**config.mk**
```make
export PLATFORM = sky130hd
export DESIGN_NAME = dpa_collision_arb
export DESIGN_NICKNAME = d
export VERILOG_FILES = /design/src/rtl/dpa_pkg.sv /design/src/rtl/dpa_port_track.sv /design/src/rtl/dpa_judge.sv /design/src/rtl/dpa_write_gate.sv /design/src/rtl/dpa_collision_arb.sv
export SDC_FILE = /design/constraint.sdc
export NUM_CORES = 1
export LEC_CHECK = 0
export BUFFER_PORTS_ARGS = -buffer_cell sky130_fd_sc_hd__buf_2
export CORE_MARGIN = 2
export CORE_UTILIZATION = 50
export DETAILED_ROUTE_END_ITERATION = 8
export PLACE_DENSITY = 0.78
export SLEW_MARGIN = 40
export SYNTH_ARGS = -nofsm -noshare
export SYNTH_HDL_FRONTEND = slang
export SYNTH_SLANG_ARGS = --single-unit
```
**constraint.sdc**
```tcl
create_clock -name clk -period 2.4 [get_ports clk]
set_input_delay 0.12 -clock clk [delete_from_list [all_inputs] [get_ports clk]]
set_output_delay 0.12 -clock clk [all_outputs]
set_load 0.02 [all_outputs]
```
**src/rtl/dpa_pkg.sv**
```systemverilog
// Shared types for the dual-port collision arbiter.
// Assumes exactly two ports, indexed left = 0 and right = 1.
package dpa_pkg;
    localparam int NUM_PORTS = 2;
    localparam int PORT_L    = 0;
    localparam int PORT_R    = 1;

    // Which port, if any, currently loses a collision.
    typedef enum logic [1:0] {
        LOSE_NONE  = 2'd0,
        LOSE_LEFT  = 2'd1,
        LOSE_RIGHT = 2'd2
    } loser_e;
endpackage

```
**src/rtl/dpa_port_track.sv**
```systemverilog
// Per-port history tracker.
// It keeps the select and address of the previous cycle. It reports "stable" when the
// port is selected now and was selected at the same address one edge ago.
// Assumes select is active low and the reset is synchronous and active low.
module dpa_port_track #(
    parameter int ADDR_W = 14
) (
    input  logic              clk,
    input  logic              rst_n,
    input  logic              sel_n,
    input  logic [ADDR_W-1:0] addr,
    output logic              sel,
    output logic              stable
);
    logic              prev_sel;
    logic [ADDR_W-1:0] prev_addr;

    // Decode the active-low select into a positive flag.
    always_comb sel = ~sel_n;

    // Remember last cycle's select and address.
    always_ff @(posedge clk) begin
        if (!rst_n) begin
            prev_sel  <= 1'b0;
            prev_addr <= '0;
        end else begin
            prev_sel  <= sel;
            prev_addr <= addr;
        end
    end

    // The port counts as settled when its selection and address did not move.
    always_comb stable = sel && prev_sel && (prev_addr == addr);
endmodule

```
**src/rtl/dpa_judge.sv**
```systemverilog
// Collision judge.
// It decides which port loses an address collision and registers that verdict.
// The verdict is held for as long as both ports keep their select and address.
// A new collision goes against the port that arrived later. A tie goes against the right port.
module dpa_judge
    import dpa_pkg::*;
(
    input  logic                 clk,
    input  logic                 rst_n,
    input  logic [NUM_PORTS-1:0] sel,
    input  logic [NUM_PORTS-1:0] stable,
    input  logic                 addr_eq,
    output loser_e               loser_q,
    output loser_e               loser_nxt
);
    logic match_now;

    // A collision exists when both ports are selected at one address.
    always_comb match_now = sel[PORT_L] && sel[PORT_R] && addr_eq;

    // Next verdict: hold it, pick the later arrival, or break the tie to the left.
    always_comb begin
        if (!match_now) begin
            loser_nxt = LOSE_NONE;
        end else if (stable[PORT_L] && stable[PORT_R]) begin
            loser_nxt = loser_q;
        end else if (stable[PORT_L]) begin
            loser_nxt = LOSE_RIGHT;
        end else if (stable[PORT_R]) begin
            loser_nxt = LOSE_LEFT;
        end else begin
            loser_nxt = LOSE_RIGHT;
        end
    end

    // Register the verdict; reset means nobody is busy.
    always_ff @(posedge clk) begin
        if (!rst_n) loser_q <= LOSE_NONE;
        else        loser_q <= loser_nxt;
    end
endmodule

```
**src/rtl/dpa_write_gate.sv**
```systemverilog
// Per-port write qualifier.
// In master mode a write is refused while the port is busy or is about to lose a collision.
// In slave mode only the incoming busy line counts.
module dpa_write_gate (
    input  logic master_mode,
    input  logic sel_n,
    input  logic wr_n,
    input  logic busy_own,
    input  logic lose_soon,
    input  logic busy_n_in,
    output logic wr_ok
);
    logic req;
    logic block;

    // A write request needs both select and strobe low.
    always_comb req = ~sel_n & ~wr_n;

    // Choose the blocking source according to the mode.
    always_comb block = master_mode ? (busy_own | lose_soon) : ~busy_n_in;

    // Pass the write only when nothing blocks it.
    always_comb wr_ok = req & ~block;
endmodule

```
**src/rtl/dpa_collision_arb.sv**
```systemverilog
// Dual-port address collision arbiter, top level.
// It tracks both ports, judges collisions, drives push-pull busy lines in master mode and
// qualifies writes in both modes. In slave mode its busy outputs stay inactive.
module dpa_collision_arb
    import dpa_pkg::*;
#(
    parameter int ADDR_W = 14
) (
    input  logic              clk,
    input  logic              rst_n,
    input  logic              master_mode,
    input  logic              left_sel_n,
    input  logic [ADDR_W-1:0] left_addr,
    input  logic              left_wr_n,
    input  logic              right_sel_n,
    input  logic [ADDR_W-1:0] right_addr,
    input  logic              right_wr_n,
    input  logic              left_busy_n_i,
    input  logic              right_busy_n_i,
    output logic              left_busy_n_o,
    output logic              right_busy_n_o,
    output logic              left_wr_ok,
    output logic              right_wr_ok
);
    logic [NUM_PORTS-1:0] sel_n_v;
    logic [NUM_PORTS-1:0] wr_n_v;
    logic [NUM_PORTS-1:0] busy_in_v;
    logic [ADDR_W-1:0]    addr_v [NUM_PORTS];
    logic [NUM_PORTS-1:0] sel_v;
    logic [NUM_PORTS-1:0] stable_v;
    logic [NUM_PORTS-1:0] busy_own_v;
    logic [NUM_PORTS-1:0] lose_soon_v;
    logic [NUM_PORTS-1:0] wr_ok_v;
    logic                 addr_eq;
    loser_e               loser_q;
    loser_e               loser_nxt;

    // Gather the port pins into vectors indexed by port.
    always_comb begin
        sel_n_v[PORT_L]   = left_sel_n;
        sel_n_v[PORT_R]   = right_sel_n;
        wr_n_v[PORT_L]    = left_wr_n;
        wr_n_v[PORT_R]    = right_wr_n;
        busy_in_v[PORT_L] = left_busy_n_i;
        busy_in_v[PORT_R] = right_busy_n_i;
        addr_v[PORT_L]    = left_addr;
        addr_v[PORT_R]    = right_addr;
    end

    // Compare the two addresses.
    always_comb addr_eq = (left_addr == right_addr);

    // Decode the verdicts into per-port flags.
    always_comb begin
        busy_own_v[PORT_L]  = (loser_q   == LOSE_LEFT);
        busy_own_v[PORT_R]  = (loser_q   == LOSE_RIGHT);
        lose_soon_v[PORT_L] = (loser_nxt == LOSE_LEFT);
        lose_soon_v[PORT_R] = (loser_nxt == LOSE_RIGHT);
    end

    genvar g;
    generate
        for (g = 0; g < NUM_PORTS; g++) begin : g_port
            dpa_port_track #(.ADDR_W(ADDR_W)) track_i (
                .clk    (clk),
                .rst_n  (rst_n),
                .sel_n  (sel_n_v[g]),
                .addr   (addr_v[g]),
                .sel    (sel_v[g]),
                .stable (stable_v[g])
            );
            dpa_write_gate gate_i (
                .master_mode (master_mode),
                .sel_n       (sel_n_v[g]),
                .wr_n        (wr_n_v[g]),
                .busy_own    (busy_own_v[g]),
                .lose_soon   (lose_soon_v[g]),
                .busy_n_in   (busy_in_v[g]),
                .wr_ok       (wr_ok_v[g])
            );
        end
    endgenerate

    dpa_judge judge_i (
        .clk       (clk),
        .rst_n     (rst_n),
        .sel       (sel_v),
        .stable    (stable_v),
        .addr_eq   (addr_eq),
        .loser_q   (loser_q),
        .loser_nxt (loser_nxt)
    );

    // Drive the busy outputs only in master mode; they are inactive high otherwise.
    always_comb begin
        left_busy_n_o  = ~(master_mode & busy_own_v[PORT_L]);
        right_busy_n_o = ~(master_mode & busy_own_v[PORT_R]);
        left_wr_ok     = wr_ok_v[PORT_L];
        right_wr_ok    = wr_ok_v[PORT_R];
    end
endmodule

```
==> impl_metrics.env, run 1 <==
export IMPL_pwr_share_seq=0.535
export IMPL_hold_slack_ns=0.03913
export IMPL_wl_per_cell_um=13.37
export IMPL_register_area_um2=640.6
export IMPL_finalCritPeriodShare=0.8272
export IMPL_dp_cells=210
export IMPL_cts_tree="built"
export IMPL_clock_path_buffers=2
export IMPL_slew_headroom=0.7154
export IMPL_final_area_mm2=0.001769
export IMPL_htree_levels=2
export IMPL_syn_area_per_cell_um2=10.26
export IMPL_cp_required_ns=2.28
export IMPL_syn_area_mm2=0.001456
export IMPL_p_sw_mw=0.2599
export IMPL_overflow=0
export IMPL_wl_mm=2.928
export IMPL_slew_violations=0
export IMPL_cap_violations=0
export IMPL_holdPathStages=2
export IMPL_final_common_cell="buf_2"
export IMPL_finalPower_mw=1.063
export IMPL_drive_gt1_frac=0.2872
export IMPL_final_core_util=0.6416
export IMPL_cts_root_buf="clkbuf_4"
export IMPL_final_fill_count=223
export IMPL_finalSetupViolCount=0
export IMPL_port_buffers=40
export IMPL_hpwlAfterDp_mm=2.300
export IMPL_yosys_top_cells_area="dfxtp_1, xor2_1, and2_1, xnor2_1, nor4_2"
export IMPL_irDropWorstVdd_mv=0.4946
export IMPL_power_density_mw_per_mm2=600.7
export IMPL_final_setup_worst_slack_ns=0.4148
export IMPL_outcome="complete, no violations"
export IMPL_hold_viol=0
export IMPL_tns_ns=0
export IMPL_grt_pass1_vias=1084
export IMPL_synth_nets=179
export IMPL_dieArea_mm2=0.003361
export IMPL_ys_ff_latch=32
export IMPL_ios=41
export IMPL_cpMostUsedCell="buf_2"
export IMPL_worst_pin_slew_ns=0.4270
export IMPL_critPathMaxFanout=4
export IMPL_finalNonFillerCells=219
export IMPL_end_kind="primary output"
export IMPL_leakagePower_nw=0.7767
export IMPL_synth_top_area_frac=0.4399
export IMPL_worst_r2r_path_depth=5
export IMPL_critPathMaxStageDelay_ns=0.53
export IMPL_dp_worst_setup_slack_ns=0.8729
export IMPL_start_util=0.5281
export IMPL_core_rowCount=19
export IMPL_p_comb_frac=0.152
export IMPL_rsz0062_at_grt="false"
export IMPL_cpMaxStageDelayCell="dlygate4sd3_1"
export IMPL_yosysSeqAreaShare=0.4399
export IMPL_n_antenna_cell=0
export IMPL_clkSinkCount=32
export IMPL_ant_nets=0
export IMPL_p_clk_frac=0.313
export IMPL_core_area_mm2=0.002758
export IMPL_drc_errors=0
export IMPL_grt_start_max_net_pins=32
export IMPL_max_freq_mhz=503.7
export IMPL_die_h_um=57.97
export IMPL_hold_path_class="in2reg"
export IMPL_multi_input_area_um2=797.0
export IMPL_synth_top_cell_by_area="dfxtp_1"
export IMPL_crit_chain="dlygate4sd3_1 -> buf_2 -> nor2_1 -> nand4_2 -> nor4_4 -> a21oi_1 -> a31o_1 -> buf_2"
export IMPL_cts_resized_gates=0
export IMPL_arrival_ns=1.87
export IMPL_antenna_found_initial=0
export IMPL_crit_type="in2out"
export IMPL_die_width_um=57.97
export IMPL_final_cell_mix="buf_2, dfxtp_1, xor2_1, and2_1, xnor2_1"
export IMPL_netlist_instances=142
export IMPL_placed_cell_area_mm2=0.001684
export IMPL_first_iter_violations=28
export IMPL_nets=225
export IMPL_clk_pin_slew_ns=0.09
export IMPL_drtPass1Iterations=4
export IMPL_intPower_mw=0.8029
export IMPL_netSwitchingFraction=0.2446
export IMPL_grt_usage=0.1918
export IMPL_vias_per_cell=4.959
export IMPL_skew_ns=0.005336
export IMPL_clk_latency_ns=0.33
export IMPL_yosys_warnings=0
export IMPL_grt_pass1_wl_mm=4.726
export IMPL_synth_cell_type_count=26
export IMPL_num_vias=1086
export IMPL_globalplace_congestion=0.7605
export IMPL_period_needed_ns=1.985
export IMPL_numCtsBuffers=5
export IMPL_syn2layout_area_growth_pct=21.48
export IMPL_start_kind="primary input"
[Yosys cell counts]
cell type,number
o211ai_1,2
and4_1,1
or3_1,1
dfxtp_1,32
nand4_1,4
a21oi_1,1
nor2_1,4
nand3_1,2
a31o_1,1
xor2_1,28
nand2_1,1
a41oi_1,1
nand2b_1,2
nor4_2,3
clkbuf_1,3
nand4_2,1
and2_1,27
nor3_2,1
nor3_1,2
xnor2_1,14
inv_1,2
nor4_4,1
nor2b_1,3
and2_2,1
o21ai_1,1
nor4_1,3
[worst paths after layout]
kind | from | end | slack, ns
worst max-delay path | left_sel_n | right_wr_ok | 0.41
worst min-delay path | right_addr[11] | g_port[1].track_i.prev_addr[11] | 0.04
worst max register to register | g_port[0].track_i.prev_addr[9] | judge_i.loser_q[1] | 1.08
worst min register to register | judge_i.loser_q[0] | judge_i.loser_q[0] | 0.58
[layer usage]
layer / share of wire / track usage / up-vias
met4: 0.016 / 0.06977 / 0
met1: 0.46 / 0.2352 / 500
met3: 0.052 / 0.06920 / 6
met2: 0.47 / 0.3101 / 24
li1: - / - / 556
met5: 0 / 0 / -
[cell type report]
cell class,count,area share
multi-input cells,105,0.4505
flip-flops and latches,32,0.3621
repair buffers,42,0.1245
clock buffers,7,0.03678
well taps,31,0.02192
inverters,2,0.004243
[kinds of logic after synthesis]
kind of cell / after synthesis / share of synthesized area
buffers and inverters: 5 / 0.01289
xor gates and xnor gates: 42 / 0.2526
DFF: 32 / 0.4399
AOI/OAI and AO/OA: 6 / 0.02920
and+or+nand+nor: 57 / 0.2655
[timing repair]
action	4_1_cts	5_1_grt
buffers inserted	0	0
hold buffers	2	0
hold endpoints to repair	2	0
[sequential cells by signal (all words and copies together), names as in the netlist]
| signal | count |
|---|---|
| g_port.track_i.prev_addr | 28 |
| g_port.track_i.prev_sel | 2 |
| judge_i.loser_q | 2 |
[worst max-delay path: cells and delay by family]
kind / cells / cell delay [ns]
AOI/OAI and AO/OA: 2 / 0.32
buffers and inverters: 3 / 0.83
and+or+nand+nor: 3 / 0.59
[power by group through the flow]
stage               clock [mW]  combinational, mW  sequential [mW]
global placement             0              0.155            0.580
CTS                      0.350              0.164            0.569
floorplan                    0             0.0910            0.579
detailed placement           0              0.160            0.581
finish                   0.333              0.161            0.568
global route             0.370              0.178            0.571
Power figures use the tool's default switching activity.
==> inputs of run 2 (changes only) <==
CORE_UTILIZATION = 46   (was 50)
PLACE_DENSITY = 0.76   (was 0.78)
clock period = 1.8 ns   (was 2.4 ns; I/O delays follow)
==> run 2 against run 1 <==
The flow now finishes with violations (negative setup slack). Register-to-register slack lost 0.82 ns. Worst setup slack lost 0.51 ns. Sequential share of layout area shrank 0.33 points. First-iteration DRC count grew 100%. Cell count grew 5.9%. Die area grew 8.1%. Clock power grew 5%. Critical path depth shrank 2. Combinational power grew 38%.
==> impl_metrics.env, run 2 (same netlist as run 1, synthesis figures left out) <==
export IMPL_outcome="complete, but fails checks"
export IMPL_violations="negative setup slack"
export IMPL_clk_latency_ns=0.33
export IMPL_n_antenna_cell=0
export IMPL_end_kind="primary output"
export IMPL_drive_gt1_frac=0.2926
export IMPL_overflow=0
export IMPL_start_kind="flip-flop"
export IMPL_ant_nets=0
export IMPL_htree_levels=2
export IMPL_die_h_um=60.27
export IMPL_antenna_found_initial=0
export IMPL_critPathMaxFanout=2
export IMPL_core_area_mm2=0.003028
export IMPL_clock_path_buffers=2
export IMPL_cp_required_ns=1.71
export IMPL_syn2layout_area_growth_pct=22.59
export IMPL_worst_pin_slew_ns=0.4105
export IMPL_first_iter_violations=56
export IMPL_grt_usage=0.1882
export IMPL_dieArea_mm2=0.003632
export IMPL_finalCritPeriodShare=1.052
export IMPL_largest_register_ffs=28
export IMPL_grt_pass1_vias=1161
export IMPL_finalPower_mw=1.328
export IMPL_hold_path_class="in2reg"
export IMPL_clk_pin_slew_ns=0.09
export IMPL_clkSinkCount=32
export IMPL_final_core_util=0.5897
export IMPL_core_rowCount=20
export IMPL_hold_path_startpoint="right_addr[3]"
export IMPL_hpwlAfterDp_mm=2.451
export IMPL_crit_chain="xor2_1 -> nor4_2 -> nand4_1 -> a21oi_1 -> a31o_1 -> buf_6"
export IMPL_finalSetupViolCount=1
export IMPL_final_setup_worst_slack_ns=-0.09305
export IMPL_slew_violations=0
export IMPL_die_width_um=60.27
export IMPL_port_buffers=40
export IMPL_arrival_ns=1.80
export IMPL_globalplace_congestion=0.7568
export IMPL_r2r_slack_ns=0.26
export IMPL_holdPathStages=2
export IMPL_vias_per_cell=4.892
export IMPL_period_needed_ns=1.893
export IMPL_hold_end="g_port[1].track_i.prev_addr[3]"
export IMPL_crit_reg2reg_launch="g_port[1].track_i.prev_addr[10]"
export IMPL_top_regs="g_port.track_i.prev_addr: 28 flops, g_port.track_i.prev_sel: 2 flops, judge_i.loser_q: 2 flops"
export IMPL_cts_tree="built"
export IMPL_ios=41
export IMPL_wl_per_cell_um=13.72
export IMPL_finalNonFillerCells=232
export IMPL_num_vias=1135
export IMPL_start_util=0.4810
export IMPL_tns_ns=-0.09305
export IMPL_irDropWorstVdd_mv=0.4208
export IMPL_final_cell_mix="buf_2, dfxtp_1, xor2_1, and2_1, xnor2_1"
export IMPL_dp_cells=223
export IMPL_slew_headroom=0.7264
export IMPL_dp_worst_setup_slack_ns=0.2680
export IMPL_worst_r2r_path_depth=6
export IMPL_max_freq_mhz=528.2
export IMPL_numCtsBuffers=5
export IMPL_cts_root_buf="clkbuf_4"
export IMPL_grt_pass1_wl_mm=4.885
export IMPL_wl_mm=3.183
export IMPL_rsz0062_at_grt="true"
export IMPL_largest_register="g_port.track_i.prev_addr"
export IMPL_cap_violations=0
export IMPL_timing_rr_end="judge_i.loser_q[0]"
export IMPL_power_density_mw_per_mm2=744.0
export IMPL_critPathMaxStageDelay_ns=0.37
export IMPL_final_common_cell="buf_2"
export IMPL_hold_viol=0
export IMPL_cpMaxStageDelayCell="nor4_2"
export IMPL_grt_start_max_net_pins=32
export IMPL_leakagePower_nw=0.7736
export IMPL_skew_ns=0.004686
export IMPL_crit_type="reg2out"
export IMPL_drc_errors=0
export IMPL_drtPass1Iterations=4
export IMPL_nets=227
## run 2: changes by cell type in the layout (fill, tap and decap cells not counted), sizes merged
cell and change:
buf +2, clkbuf -2
## run 2: per-stage QoR
stage               area, um2  hold WS (ns)
global route             1785       0.01478
CTS                      1772      0.009048
global placement         1700        0.2973
floorplan                1456        0.1616
finish                   1785       0.01012
detailed placement       1700        0.3083
## run 2: area by class of cell
type | count | area [um2]
sequential | 32 | 640.6
tap | 44 | 55.05
multi-input combinational | 105 | 803.3
inverter | 2 | 7.507
timing repair buffer | 44 | 241.5
fill | 266 | 1242
clock buffer | 5 | 37.54
## run 2: how the worst max path moves through the flow
stage               cells past startpoint  slack (ns)                            start     endpoint
floorplan                               4        0.42   g_port[0].track_i.prev_addr[7]   left_wr_ok
global placement                        6        0.32  g_port[1].track_i.prev_addr[10]  right_wr_ok
detailed placement                      6        0.27  g_port[1].track_i.prev_addr[10]  right_wr_ok
CTS                                     6       -0.02  g_port[1].track_i.prev_addr[10]  right_wr_ok
global route                            6       -0.11  g_port[1].track_i.prev_addr[10]  right_wr_ok
finish                                  6       -0.09  g_port[1].track_i.prev_addr[10]  right_wr_ok
## run 2: power by group
group	internal, mW	switching [mW]
Combinational	0.108	0.114
Clock	0.130	0.218
Sequential	0.744	0.0147
## run 2: timing repair
action	4_1_cts	5_1_grt
setup endpoints to repair	2	2
setup buffers	1	1
pin swaps	2	3
hold endpoints to repair	2	0
gates resized for setup	2	1
hold buffers	2	0
gates cloned	0	0
## run 2: per-layer routing
layer | part of all wire | vias up | global-route usage
met2 | 0.53 | 37 | 0.3230
li1 | - | 559 | -
met3 | 0.054 | 9 | 0.05628
met1 | 0.40 | 530 | 0.2045
met5 | 0 | - | 0
met4 | 0.022 | 0 | 0.1048
## run 2: critical path, delay by kind of cell (launching register included)
kind,cells,cell delay (ns)
buffers and inverters,1,0.12
and+or+nand+nor,2,0.57
DFF,1,0.32
xor gates and xnor gates,1,0.14
AOI/OAI and AO/OA,2,0.33
==> inputs of run 3 (changes only) <==
ABC_AREA = 1   (was not set)
CORE_UTILIZATION = 49   (was 46)
==> run 3 against run 2 <==
Critical endpoint is now left_wr_ok. The run now ends clean. Routed wire length up 50%. Core utilization up 3.0 points. Critical path depth up 5. Critical path type unchanged. Fmax up 9.6%. First-iteration DRC count up 71%. Largest cell class unchanged. Cell count up 99%. Worst hold slack better by 0.0067 ns. Clock skew up 0.0057 ns. Flip-flop and latch count unchanged. Highest routed layer unchanged.
==> impl_metrics.env, run 3 <==
export IMPL_hpwlAfterDp_mm=3.691
export IMPL_globalplace_congestion=0.8367
export IMPL_critPathLaunch="g_port[0].track_i.prev_addr[9]"
export IMPL_cts_tree="built"
export IMPL_cap_violations=0
export IMPL_cts_root_buf="clkbuf_8"
export IMPL_async_reset_ff_frac=0
export IMPL_skew_ns=0.01037
export IMPL_grt_pass1_vias=1717
export IMPL_grt_pass1_wl_mm=7.479
export IMPL_syn2layout_area_growth_pct=22.89
export IMPL_clk_latency_ns=0.29
export IMPL_critical_path_top_delay_family="simple AND/OR/NAND/NOR gates"
export IMPL_rsz0062_at_grt="true"
export IMPL_die_width_um=67.72
export IMPL_crit_reg2reg_launch="g_port[1].track_i.prev_addr[0]"
export IMPL_ant_nets=0
export IMPL_synth_cell_type_count=19
export IMPL_drc_errors=0
export IMPL_hold_slack_ns=0.01681
export IMPL_finalPower_mw=1.668
export IMPL_finalSetupViolCount=0
export IMPL_power_density_mw_per_mm2=682.3
export IMPL_grt_start_max_net_pins=30
export IMPL_dieArea_mm2=0.004586
export IMPL_outcome="complete, no violations"
export IMPL_num_vias=2060
export IMPL_largest_register="g_port.track_i.prev_addr"
export IMPL_synth_top_cells_by_count="nand2_1, inv_1, nor2_1"
export IMPL_irDropWorstVdd_mv=0.4338
export IMPL_hold_viol=0
export IMPL_syn_area_mm2=0.001989
export IMPL_core_area_mm2=0.003943
export IMPL_dp_cells=453
export IMPL_antenna_found_initial=0
export IMPL_yosys_top_cells_area="dfxtp_1, nand2_1, inv_1, nor2_1, inv_2"
export IMPL_top_regs="g_port.track_i.prev_addr: 28 flops, g_port.track_i.prev_sel: 2 flops, judge_i.loser_q: 2 flops"
export IMPL_final_cell_mix="nand2_1, inv_1, buf_2, nor2_1, nand2_2"
export IMPL_synth_edf_count=0
export IMPL_overflow=0
export IMPL_finalCritPeriodShare=0.9594
export IMPL_vias_per_cell=4.459
export IMPL_final_common_cell="nand2_1"
export IMPL_period_needed_ns=1.727
export IMPL_clk_pin_slew_ns=0.07
export IMPL_cp_required_ns=1.71
export IMPL_ys_ff_latch=32
export IMPL_final_setup_worst_slack_ns=0.07303
export IMPL_leakagePower_nw=1.538
export IMPL_ios=41
export IMPL_yosys_warnings=0
export IMPL_netlist_instances=366
export IMPL_drtPass1Iterations=4
export IMPL_clock_path_buffers=2
export IMPL_die_h_um=67.72
export IMPL_cp_num_buf_inv=2
export IMPL_hold_path_startpoint="left_addr[10]"
export IMPL_crit_type="reg2out"
export IMPL_start_kind="flip-flop"
export IMPL_wl_mm=4.787
export IMPL_slew_headroom=0.6513
export IMPL_yosysMostFrequentCell="nand2_1"
export IMPL_syn_area_per_cell_um2=5.436
export IMPL_synth_nets=403
export IMPL_cpMaxStageDelayCell="dfxtp_2"
export IMPL_arrival_ns=1.64
export IMPL_yosysSeqAreaShare=0.3220
export IMPL_post_cts_buffers=0
export IMPL_first_iter_violations=96
export IMPL_critPathMaxFanout=2
export IMPL_final_fill_count=395
export IMPL_max_freq_mhz=579.1
export IMPL_end_kind="primary output"
export IMPL_port_buffers=40
export IMPL_critPathMaxStageDelay_ns=0.32
export IMPL_clkSinkCount=32
export IMPL_core_rowCount=23
export IMPL_finalNonFillerCells=462
export IMPL_dp_worst_setup_slack_ns=0.3468
export IMPL_largest_register_ffs=28
export IMPL_slew_violations=0
export IMPL_wl_per_cell_um=10.36
export IMPL_synth_top_area_frac=0.3220
export IMPL_final_area_mm2=0.002445
export IMPL_n_antenna_cell=0
export IMPL_crit_chain="inv_1 -> nand2_1 -> nand2_2 -> nor2_4 -> nand2_2 -> nor2_4 -> nand3_1 -> nand4_1 -> nand2_1 -> a21oi_2 -> buf_6"
export IMPL_hold_path_class="in2reg"
export IMPL_nets=448
export IMPL_worst_pin_slew_ns=0.5231
export IMPL_grt_usage=0.2248
export IMPL_drive_gt1_frac=0.2840
export IMPL_synth_top_cell_by_area="dfxtp_1"
export IMPL_start_util=0.5046
export IMPL_placed_cell_area_mm2=0.002241
export IMPL_htree_levels=2
export IMPL_numCtsBuffers=5
export IMPL_synth_main_ff_cell="dfxtp_1"
[run 3: cell types whose count changed in the layout (fill, tap and decap cells not counted), sizes merged, moves of 4 or more]
cell,before,now
nor2,4,40
nand2,1,171
and2,28,0
xor2,28,1
xnor2,14,3
inv,2,96
nand3,2,9
nand4,5,1
nor4,7,0
[run 3: where the power goes]
part | leakage [nW] | internal (mW) | total [mW] | switching (mW)
sequential | 0.271 | 0.749 | 0.767 | 0.0184
clock | 0.0455 | 0.312 | 0.575 | 0.264
combinational | 1.22 | 0.124 | 0.326 | 0.202
total | 1.54 | 1.18 | 1.67 | 0.484
[run 3: per-layer routing]
layer  routed length, um  GRT usage  vias up
met4                 119    0.08418        0
met5                   0          0        -
met3                 232    0.05833       11
met2                2274     0.3615       44
met1                2162     0.2875      891
li1                    -          -     1114
[run 3: path summary, 6_finish.rpt]
kind	cells past startpoint	endpoint	slack, ns
max	11	left_wr_ok	0.07
min	3	g_port[0].track_i.prev_addr[10]	0.02
max reg2reg	11	judge_i.loser_q[1]	0.63
min reg2reg	4	judge_i.loser_q[1]	0.58
[run 3: metrics by stage]
step / setup TNS, ns / utilization
after floorplan: 0 / -
after global placement: 0 / 0.5684
after detailed placement: 0 / 0.5684
after CTS: 0 / 0.5938
after global routing: -0.03412 / 0.6201
final: 0 / 0.6201
[run 3: kinds of logic after synthesis]
kind of cell,share of synthesized area
AND/OR/NAND/NOR,0.4472
flip-flops,0.3220
AO/OA/AOI/OAI,0.02641
buffers and inverters,0.1868
XOR/XNOR,0.01761
[run 3: worst reg2reg max path, delay by kind of cell, from the launching register on]
kind / cells / cell delay (ns)
buffers and inverters: 2 / 0.13
flip-flops: 1 / 0.33
AND/OR/NAND/NOR: 9 / 0.63
[run 3: final cells by class]
| class | instances | area (um2) | area share |
|---|---|---|---|
| multi-input cells | 235 | 1050 | 0.4294 |
| flip-flops and latches | 32 | 663.1 | 0.2712 |
| inverters | 96 | 360.3 | 0.1474 |
| repair buffers | 41 | 219.0 | 0.08956 |
| clock buffers | 8 | 90.09 | 0.03685 |
| well taps | 50 | 62.56 | 0.02559 |
[run 3: repair_timing]
item	4_1_cts	5_1_grt
gates resized for setup	0	49
hold buffers	1	0
endpoints found under the setup margin	0	2
hold endpoints to repair	1	0
